--- src/rtl/ee_i2c_pkg.sv ---
package ee_i2c_pkg;
   // protocol phase of the target
   typedef enum logic [2:0] {
      ST_IDLE,
      ST_SEL,
      ST_ADDR,
      ST_WDAT,
      ST_ACK,
      ST_RDAT,
      ST_RACK
   } ee_state_e;

   // fixed upper nibble of the memory select byte
   localparam logic [3:0] SEL_CODE = 4'b1010;
endpackage

--- src/rtl/i2c_cond_det.sv ---
module i2c_cond_det (
   input  logic clk,
   input  logic rst_n,
   input  logic scl_i,
   input  logic sda_i,
   output logic scl_rise_o,
   output logic scl_fall_o,
   output logic start_o,
   output logic stop_o
);
   logic scl_q, sda_q;

   always_ff @(posedge clk) begin
      if (!rst_n) begin
         scl_q <= 1'b1;
         sda_q <= 1'b1;
      end else begin
         scl_q <= scl_i;
         sda_q <= sda_i;
      end
   end

   assign scl_rise_o = !scl_q && scl_i;
   assign scl_fall_o = scl_q && !scl_i;
   // SDA moving while SCL is held high marks a bus condition
   assign start_o    = scl_q && scl_i && sda_q && !sda_i;
   assign stop_o     = scl_q && scl_i && !sda_q && sda_i;
endmodule

--- src/rtl/ee_page_buf.sv ---
module ee_page_buf #(
   parameter int DATA_W = 8,
   parameter int PAGE_W = 4
) (
   input  logic                          clk,
   input  logic                          rst_n,
   input  logic                          clr_i,
   input  logic                          wr_en_i,
   input  logic [PAGE_W-1:0]             wr_idx_i,
   input  logic [DATA_W-1:0]             wr_data_i,
   output logic [(1<<PAGE_W)*DATA_W-1:0] data_o,
   output logic [(1<<PAGE_W)-1:0]        vld_o
);
   localparam int NB = 1 << PAGE_W;

   always_ff @(posedge clk) begin
      if (!rst_n) begin
         data_o <= '0;
         vld_o  <= '0;
      end else if (clr_i) begin
         vld_o <= '0;
      end else if (wr_en_i) begin
         // a repeated offset simply overwrites: last byte wins
         data_o[wr_idx_i*DATA_W +: DATA_W] <= wr_data_i;
         vld_o[wr_idx_i]                    <= 1'b1;
      end
   end

   if (NB < 2) begin : g_bad_page
      $error("ee_page_buf: page must hold at least two bytes");
   end
endmodule

--- src/rtl/ee_wr_timer.sv ---
module ee_wr_timer #(
   parameter int CYCLES = 250000
) (
   input  logic clk,
   input  logic rst_n,
   input  logic load_i,
   output logic busy_o
);
   localparam int TW = (CYCLES < 2) ? 1 : $clog2(CYCLES + 1);

   logic [TW-1:0] remain;

   always_ff @(posedge clk) begin
      if (!rst_n)              remain <= '0;
      else if (load_i)         remain <= TW'(CYCLES);
      else if (remain != '0)   remain <= remain - TW'(1);
   end

   assign busy_o = (remain != '0);

   if (CYCLES < 1) begin : g_bad_cycles
      $error("ee_wr_timer: write time must be at least one cycle");
   end
endmodule

--- src/rtl/eeprom_i2c_target.sv ---
module eeprom_i2c_target
   import ee_i2c_pkg::*;
#(
   parameter int ADDR_W    = 8,
   parameter int DATA_W    = 8,
   parameter int PAGE_W    = 4,
   parameter int WR_CYCLES = 250000
) (
   input  logic       clk,
   input  logic       rst_n,
   input  logic       scl_i,
   input  logic       sda_i,
   output logic       sda_oe_o,
   input  logic [2:0] strap_i,
   input  logic       wp_lo_i,
   output logic       busy_o
);
   localparam int DEPTH = 1 << ADDR_W;
   localparam int NB    = 1 << PAGE_W;
   localparam int CNT_W = $clog2(DATA_W + 1);

   logic              scl_rise, scl_fall, start_ev, stop_ev;
   ee_state_e         st, nxt;
   logic [DATA_W-1:0] shreg, rd_byte;
   logic [CNT_W-1:0]  cnt;
   logic [ADDR_W-1:0] ptr;
   logic              oe_q, mack, ptr_hi, blocked;
   logic              byte_done, sel_hit, buf_we, buf_clr, commit;
   logic [DATA_W-1:0] mem [DEPTH];
   logic [NB*DATA_W-1:0] buf_data;
   logic [NB-1:0]     buf_vld, byte_we;

   i2c_cond_det u_cond (
      .clk(clk), .rst_n(rst_n), .scl_i(scl_i), .sda_i(sda_i),
      .scl_rise_o(scl_rise), .scl_fall_o(scl_fall),
      .start_o(start_ev), .stop_o(stop_ev)
   );

   assign byte_done = scl_fall && (cnt == CNT_W'(DATA_W));
   // fixed code plus strap match; R4: no answer while busy
   assign sel_hit   = (shreg[DATA_W-1 -: 4] == SEL_CODE) &&
                      (shreg[DATA_W-5 -: 3] == strap_i) && !busy_o;
   assign buf_we    = (st == ST_WDAT) && byte_done;
   assign buf_clr   = ((st == ST_SEL) && byte_done && sel_hit && !shreg[0]) || commit;
   // commit only when data was buffered
   assign commit    = stop_ev && (buf_vld != '0);
   assign ptr_hi    = ptr[ADDR_W-1];
   assign blocked   = wp_lo_i && !ptr_hi;
   assign rd_byte   = mem[ptr];

   ee_page_buf #(.DATA_W(DATA_W), .PAGE_W(PAGE_W)) u_buf (
      .clk(clk), .rst_n(rst_n), .clr_i(buf_clr), .wr_en_i(buf_we),
      .wr_idx_i(ptr[PAGE_W-1:0]), .wr_data_i(shreg),
      .data_o(buf_data), .vld_o(buf_vld)
   );

   ee_wr_timer #(.CYCLES(WR_CYCLES)) u_tmr (
      .clk(clk), .rst_n(rst_n), .load_i(commit), .busy_o(busy_o)
   );

   for (genvar g = 0; g < NB; g++) begin : g_we
      assign byte_we[g] = commit && buf_vld[g] && !blocked;
   end

   always_ff @(posedge clk) begin
      if (!rst_n) begin
         for (int i = 0; i < DEPTH; i++) mem[i] <= '0;
      end else begin
         for (int i = 0; i < NB; i++)
            if (byte_we[i])
               mem[{ptr[ADDR_W-1:PAGE_W], PAGE_W'(i)}] <= buf_data[i*DATA_W +: DATA_W];
      end
   end

   always_ff @(posedge clk) begin
      if (!rst_n) begin
         st    <= ST_IDLE;
         nxt   <= ST_IDLE;
         shreg <= '0;
         cnt   <= '0;
         ptr   <= '0;
         oe_q  <= 1'b0;
         mack  <= 1'b0;
      end else if (start_ev) begin
         st   <= ST_SEL;
         cnt  <= '0;
         oe_q <= 1'b0;
      end else if (stop_ev) begin
         st   <= ST_IDLE;
         oe_q <= 1'b0;
      end else begin
         unique case (st)
            ST_SEL, ST_ADDR, ST_WDAT: begin
               if (scl_rise) begin
                  shreg <= {shreg[DATA_W-2:0], sda_i};
                  cnt   <= cnt + CNT_W'(1);
               end else if (byte_done) begin
                  cnt <= '0;
                  if (st == ST_SEL) begin
                     if (sel_hit) begin
                        oe_q <= 1'b1;
                        st   <= ST_ACK;
                        nxt  <= shreg[0] ? ST_RDAT : ST_ADDR;
                     end else begin
                        st <= ST_IDLE;
                     end
                  end else if (st == ST_ADDR) begin
                     ptr  <= shreg[ADDR_W-1:0];
                     oe_q <= 1'b1;
                     st   <= ST_ACK;
                     nxt  <= ST_WDAT;
                  end else begin
                     // advance within the page only
                     ptr  <= {ptr[ADDR_W-1:PAGE_W], ptr[PAGE_W-1:0] + 1'b1};
                     oe_q <= 1'b1;
                     st   <= ST_ACK;
                     nxt  <= ST_WDAT;
                  end
               end
            end
            ST_ACK: begin
               if (scl_fall) begin
                  cnt <= '0;
                  st  <= nxt;
                  if (nxt == ST_RDAT) begin
                     shreg <= rd_byte;
                     oe_q  <= !rd_byte[DATA_W-1];
                  end else begin
                     oe_q <= 1'b0;
                  end
               end
            end
            ST_RDAT: begin
               if (scl_rise) begin
                  cnt <= cnt + CNT_W'(1);
               end else if (scl_fall) begin
                  if (cnt == CNT_W'(DATA_W)) begin
                     oe_q <= 1'b0;
                     ptr  <= ptr + ADDR_W'(1);   // full-space increment
                     st   <= ST_RACK;
                  end else begin
                     shreg <= shreg << 1;
                     oe_q  <= !shreg[DATA_W-2];
                  end
               end
            end
            ST_RACK: begin
               if (scl_rise) begin
                  mack <= !sda_i;
               end else if (scl_fall) begin
                  if (mack) begin
                     shreg <= rd_byte;
                     oe_q  <= !rd_byte[DATA_W-1];
                     cnt   <= '0;
                     st    <= ST_RDAT;
                  end else begin
                     st <= ST_IDLE;
                  end
               end
            end
            default: st <= ST_IDLE;
         endcase
      end
   end

   assign sda_oe_o = oe_q;

   if (DATA_W < ADDR_W || DATA_W < 8) begin : g_bad_width
      $error("eeprom_i2c_target: data byte must carry the select and word address");
   end
   if (PAGE_W >= ADDR_W) begin : g_bad_page
      $error("eeprom_i2c_target: page must be smaller than the array");
   end
endmodule

--- config.mk ---
export PLATFORM = sky130hd
export DESIGN_NAME = eeprom_i2c_target
export DESIGN_NICKNAME = d
export VERILOG_FILES = /design/src/rtl/ee_i2c_pkg.sv /design/src/rtl/i2c_cond_det.sv /design/src/rtl/ee_page_buf.sv /design/src/rtl/ee_wr_timer.sv /design/src/rtl/eeprom_i2c_target.sv
export SDC_FILE = /design/constraint.sdc
export NUM_CORES = 2
export LEC_CHECK = 0
export BUFFER_PORTS_ARGS = -buffer_cell sky130_fd_sc_hd__buf_2
export CAP_MARGIN = 30
export CORE_ASPECT_RATIO = 0.6
export CORE_MARGIN = 2
export CORE_UTILIZATION = 55
export CTS_BUF_LIST = sky130_fd_sc_hd__clkbuf_8
export CTS_CLUSTER_SIZE = 16
export DETAILED_ROUTE_END_ITERATION = 7
export GPL_TIMING_DRIVEN = 1
export PLACE_DENSITY = 0.7
export SYNTH_ARGS = -nofsm -noshare
export SYNTH_HDL_FRONTEND = slang
export SYNTH_SLANG_ARGS = --single-unit
--- constraint.sdc ---
create_clock -name clk -period 9.7 [get_ports clk]
set_input_delay 1.455 -clock clk [delete_from_list [all_inputs] [get_ports clk]]
set_output_delay 1.455 -clock clk [all_outputs]
set_load 0.02 [all_outputs]
# [Word-level counts from Yosys, hierarchy flattened]
# Memory sizes are Yosys's and may differ from the RTL's.
# Cells that the tools add are included.
[word_totals] reg_bits=192 mem_bits_rw=2048 in_bits=8 out_inout_bits=2 elab_cells=321 memories=1
[memory_table] memory="mem" words=256 word_bits=8 read_ports=1 rd_clocked_by_memory_dff=0 write_ports=256 line="eeprom_i2c_target.sv:29" source="logic [DATA_W-1:0] mem [DEPTH];"
[classes] add_sub_neg=5 magnitude_cmp=2 eq_ne=36 shift=2 n_mux=158 bitwise_logic=6 reduce_logical=96
[ops] cell="8-bit two-way mux" count=48
[ops] cell="128-bit bitwise mux" count=1
[ops] cell="8-bit OR reduction" count=16
[ops] cell="8-bit by 34-bit variable shift with 128-bit output, first input constant" count=1
[ops] cell="8-bit by 34-bit variable part select with 128-bit output" count=1
[ops] cell="1-bit two-way mux" count=80
[ops] cell="1-bit logical AND" count=49
[ops] cell="3-bit two-way mux" count=14
[ops] cell="18-bit two-way mux" count=2
[ops] cell="7-bit negator with 34-bit output" count=1
[ops] cell="2-bit != test, second input constant" count=16
[ops] cell="4-bit != test, second input constant" count=8
[ops] cell="8-bit case mux with 4 select lines" count=1
[ops] cell="4-bit two-way mux" count=7
[ops] cell="8-bit AND reduction" count=3
[ops] cell="10-bit AND reduction" count=2
[ops] cell="18-bit nonzero test" count=1
[ops] cell="18-bit by 1-bit subtractor with 18-bit output, second input constant" count=1
[ops] cell="16-bit bitwise OR" count=1
[ops] cell="4-bit case mux with 4 select lines" count=1
[ops] cell="8-bit case mux with 2 select lines" count=1
[ops] cell="16-bit nonzero test" count=1
[ops] cell="3-bit equality test, second input constant" count=4
[ops] cell="3-bit case mux with 4 select lines" count=1
[ops] cell="23 further kinds" count=44

# [Depth between registers and ports, before layout]
[logic_depth] ltp_word=11 depth_mapped=17 depth_no_buf=10

# [By module]
# Synthesis repeated with hierarchy kept, for this count alone.
[hier_totals] cells_unflattened=7597 hier_area_um2=104828.0
[modules_own_cells] module="eeprom_i2c_target" n_inst=1 cells_per_inst=6840 area_per_inst_um2=97707.5 seq_area_each_um2=62059.5
[modules_own_cells] module="ee_page_buf" n_inst=1 cells_per_inst=632 area_per_inst_um2=6004.5 seq_area_each_um2=2882.8
[modules_own_cells] module="ee_wr_timer" n_inst=1 cells_per_inst=117 area_per_inst_um2=1031.0 seq_area_each_um2=360.3
[modules_own_cells] module="i2c_cond_det" n_inst=1 cells_per_inst=8 area_per_inst_um2=85.1 seq_area_each_um2=40.0

# [Least setup slack after synthesis]
# Ideal clock, no wire load.
[synth_timing] path_type="input to register" from="input sda_i" to="memory mem[114][0] (enable)" setup_ps=384 arrival_ps=3675 t_required_ps=9316 slack_ps=5641 stages=10 path_buffers=4 path_cell_list="buf_4 -> nand3_1 -> nor2_1 -> nand2_1 -> a211oi_2 -> buf_2 -> nand2_1 -> buf_2 -> clkbuf_1 -> o21ai_0"
[synth_rtl] item="start: declaration" line="eeprom_i2c_target.sv:12" source="input logic sda_i,"
[synth_rtl] item="end: declaration" line="eeprom_i2c_target.sv:29"

# [Final worst setup path]
[layout_timing] from="register ptr[0]" to="register oe_q (netlist: sda_oe_o)"
[layout_between] elab_chain_cells=6 word_cells_on_any_way=8 cone_classes="mux (6); reduce/logical (1); memory (1)"
[layout_lines] item="start: declaration" line="eeprom_i2c_target.sv:26" source="logic [ADDR_W-1:0] ptr;"
[layout_lines] item="start signal: assignment" line="eeprom_i2c_target.sv:108" source="ptr <= shreg[ADDR_W-1:0];"
[layout_lines] item="start signal: assignment" line="eeprom_i2c_target.sv:114" source="ptr <= {ptr[ADDR_W-1:PAGE_W], ptr[PAGE_W-1:0] + 1'b1};"
[layout_lines] item="start signal: assignment" line="eeprom_i2c_target.sv:139" source="ptr <= ptr + ADDR_W'(1);"
[layout_lines] item="memory 256 x 8 bit *"
[layout_lines] item="1-bit logical NOT *" line="eeprom_i2c_target.sv:127, eeprom_i2c_target.sv:153"
[layout_lines] item="1-bit two-way mux" line="eeprom_i2c_target.sv:151" source="if (mack) begin"
[layout_lines] item="1-bit two-way mux" line="eeprom_i2c_target.sv:150" source="end else if (scl_fall) begin"
[layout_lines] item="1-bit two-way mux" line="eeprom_i2c_target.sv:148" source="if (scl_rise) begin"
[layout_lines] item="1-bit case mux with 4 select lines *" line="eeprom_i2c_target.sv:92" source="unique case (st)"
[layout_lines] item="end signal: assignment" line="eeprom_i2c_target.sv:127" source="oe_q <= !rd_byte[DATA_W-1];"
[layout_lines] item="end signal: assignment" line="eeprom_i2c_target.sv:143" source="oe_q <= !shreg[DATA_W-2];"
[layout_lines] item="end signal: assignment" line="eeprom_i2c_target.sv:153" source="oe_q <= !rd_byte[DATA_W-1];"
[layout_lines] item="end: declaration" line="eeprom_i2c_target.sv:27" source="logic oe_q, mack, ptr_hi, blocked;"
# Mark *: on every way between the ends. The rest lies on a longest branch, timed or not. The select of a mux whose other input is x is not followed.
# A chain may end at the register's enable or synchronous reset.

==> key figures <==
Outcome
  – Outcome: finished, final reports clean

CTS
  – CTS tree: done
  – Hold_buf cts: 0
  – Clk sinks: approximately 2200
  – Post-CTS Setup Bufs: 0
  – CTS Buf Count: about 330
  – H-tree depth: 5
  – Root Buffer: clkbuf_8
  – Clock Latency Late Sink: 0.99 ns
  – Reg clk slew, reported paths: roughly 0.070 ns
  – PostCTS Resize Cnt: 0
  – CTS Buffer Depth: 4

Synthesis
  – Synth top area cells: edfxtp_1, and2_1, mux4_2
  – Part of the Yosys area used for sequential elements: 64.3%
  – Mux share of post-synthesis cell area: between 10% and 20%
  – Count leader, synth: and2_1
  – Largest family of logic cells by synthesized area: simple AND/OR/NAND/NOR gates
  – Async set-reset flop share out of synthesis: 0%
  – Synth cell count leaders: and2_1, edfxtp_1, mux4_2
  – Post-Synth Adder-Cell Area: 0.0985%
  – Synth Area in Simple Gates: about 16%
  – Yosys top cell by area: edfxtp_1
  – Compound-Gate Fraction of Synth Area: around 5.2%
  – Synth Area in XOR/XNOR: less than 1%
  – Average size of a mapped cell: roughly 14 um^2
  – Syn Inst Count: 7159
  – Post-synthesis register bit count: between 2000 and 2500
  – Syn Nets: slightly above 7000
  – Synth warn: 0
  – Top cell type's share of synthesized area: 60.5%
  – Most used flip-flop cell after synthesis: edfxtp_1
  – Mapped Area: ~100000 um^2
  – Post-synth EDFFs: around 2000
  – Library cells used by synthesis: 72

Timing
  – Tcrit/Tclk final: about 52%
  – Relative slew slack: 13.5%
  – Slew Viols, Final: 0
  – Final Hold Fails: 0
  – Slew at the pin with the worst max-slew slack: ~1.3 ns
  – Clk_skew: approximately 0.047 ns
  – Setup violators final: 0
  – Setup TNS: 0 ns
  – Fmax: ~0.2 GHz
  – RSZ-0062 raised after global routing: no
  – Tmin final: 5.00 ns

Routing
  – Via count: around 71000
  – Vias per std cell: 6.88
  – Router iterations before antenna repair: 8
  – Post-Route WL: approximately 390 mm
  – Residual DRC count: 0
  – Remaining antenna violation count: 0
  – Iter 0 DRT Violations: 16100
  – Detailed-route wire length per cell: between 30 and 40 um

GRT
  – Largest net degree at the start of global routing: 132
  – Gr usage total: about 41%
  – Total grt overflow: 0
  – Vias in the first global route: about 63000
  – Antenna violations before repair: 109
  – Global-route wire length before repair: between 500 and 600 mm

Layout
  – Fillers: around 14000
  – Layout cells sized above 1: approximately 19%
  – Fin nets: between 7000 and 8000
  – Multi-input combinational cell area: about 34000 um^2
  – Layout area overhead: 10.2%
  – Final Util: between 60% and 70%
  – Register area: ~65000 um^2

Worst setup path
  – Max FO, Critical Path: between 90 and 100
  – CP Class: reg -> reg
  – WP data arrival: slightly below 6 ns
  – Crit end category: flop
  – Worst EP required: ~11 ns
  – Critical Path Start Type: flop

Floorplan
  – Die area: between 150000 and 200000 um^2
  – Initial Utilization: a little under three fifths
  – Die Y-Extent: between 300 and 400 um
  – Core Region: between 150000 and 200000 um^2
  – Die X: 559 um
  – Cell Rows: around 120
  – Top Ports: 10

Placement
  – Post-DP HPWL: about 260 mm
  – GPL Wtd Cong: between 1 and 1.5
  – Buffers on Ports: 9

Min path
  – Worst Hold Class: reg -> reg

Flow run
  – Maxcap violations: 0

Power and ir drop
  – Leak Pwr: between 30 and 40 nW
  – Worst IR Drop VDD: between 0.15 and 0.2 mV
  – Power per Cell Area: between 150 and 200 nW/um^2
[power by group]
| group | internal [mW] | switching [mW] |
|---|---|---|
| clock network | 3.60 | 3.87 |
| registers | 11.0 | 0.271 |
| logic | 0.437 | 0.731 |
[registers in the layout, indices dropped and copies added (netlist names)]
register and count:
cnt 4, u_cond.sda_q 1, nxt 3, u_buf.vld_o 16
sda_oe_o 1, u_buf.data_o 128, ptr 8, shreg 8
u_tmr.remain 18, mem 2048, u_cond.scl_q 1, st 3
mack 1
[layer usage]
layer	vias to the layer above	track usage [%]	part of all wire (%)
li1	27100	-	-
met1	34800	57.4	36
met2	7938	50.9	37
met3	1112	25.0	22
met4	46	16.2	4.5
met5	-	6.88	0.44
[through the flow]
step	power, mW	hold WS [ns]	std cells	area (um^2)	setup WS [ns]
final	19.9	0.470	10300	112000	4.70
after floorplan	12.0	0.449	7159	102000	5.64
after global placement	12.5	0.450	9328	104000	4.53
after detailed placement	12.5	0.462	9428	105000	4.42
after global routing	20.3	0.499	10200	112000	4.63
after CTS	19.7	0.472	10000	111000	4.69
[cell usage in the layout (no fill, tap or decap), types with 18 or more instances in the layout]
cell type	netlist	layout
buf_2	96	146
o21ai_0	298	298
clkinv_2	0	36
dfxtp_1	192	149
nor4_1	32	31
mux4_2	493	493
clkbuf_8	0	353
clkinv_1	1	69
diode_2	0	201
dfxtp_2	0	40
o22ai_1	18	18
and2_1	2057	2056
a211oi_1	23	23
nor2b_1	23	19
inv_1	15	115
nand3_1	29	29
mux2i_1	59	59
buf_4	30	216
a22oi_1	205	205
edfxtp_1	2048	2048
nand2_1	327	313
nor2_1	344	343
a31oi_1	26	26
clkbuf_2	1	18
a21oi_1	271	271
[logic make-up (layout without fill, tap and decap cells)]
group	count (synthesis)	count (layout)
muxes	567	567
AOI/OAI and AO/OA	891	891
adders and majority gates	8	8
xor gates and xnor gates	19	19
and+or+nand+nor	2898	2898
buffers and inverters	536	1012
other	0	201
DFF	2240	2240
[area by class of cell]
cell class / count / share of cell area (%)
Clock inverter: 232 / 1.09
Clock buffer: 353 / 4.34
Timing Repair Buffer: 410 / 2.61
Antenna cell: 201 / 0.449
Sequential cell: 2240 / 58.4
Tap cell: 2480 / 2.77
Multi-Input combinational cell: 4383 / 30.3
Inverter: 17 / 0.0592
[worst max-delay path, stage by stage, from the launching register on]
cell,delay [ns]
dfxtp_4,0.97
buf_12,0.47
buf_12,0.61
mux4_2,0.59
o221ai_1,0.48
nand4_1,0.54
o211ai_1,0.43
a41oi_1,0.24
o22ai_1,0.21
[worst paths after layout]
| check | from | to | slack, ns | depth (start not counted) |
|---|---|---|---|---|
| hold reg to reg | u_buf.data_o[23] | u_buf.data_o[23] | 0.47 | 2 |
| setup reg to reg | ptr[0] | sda_oe_o | 4.70 | 8 |
| hold / removal | u_buf.data_o[23] | u_buf.data_o[23] | 0.47 | 2 |
| setup / recovery | ptr[0] | sda_oe_o | 4.70 | 8 |
Power figures use the tool's default switching activity.
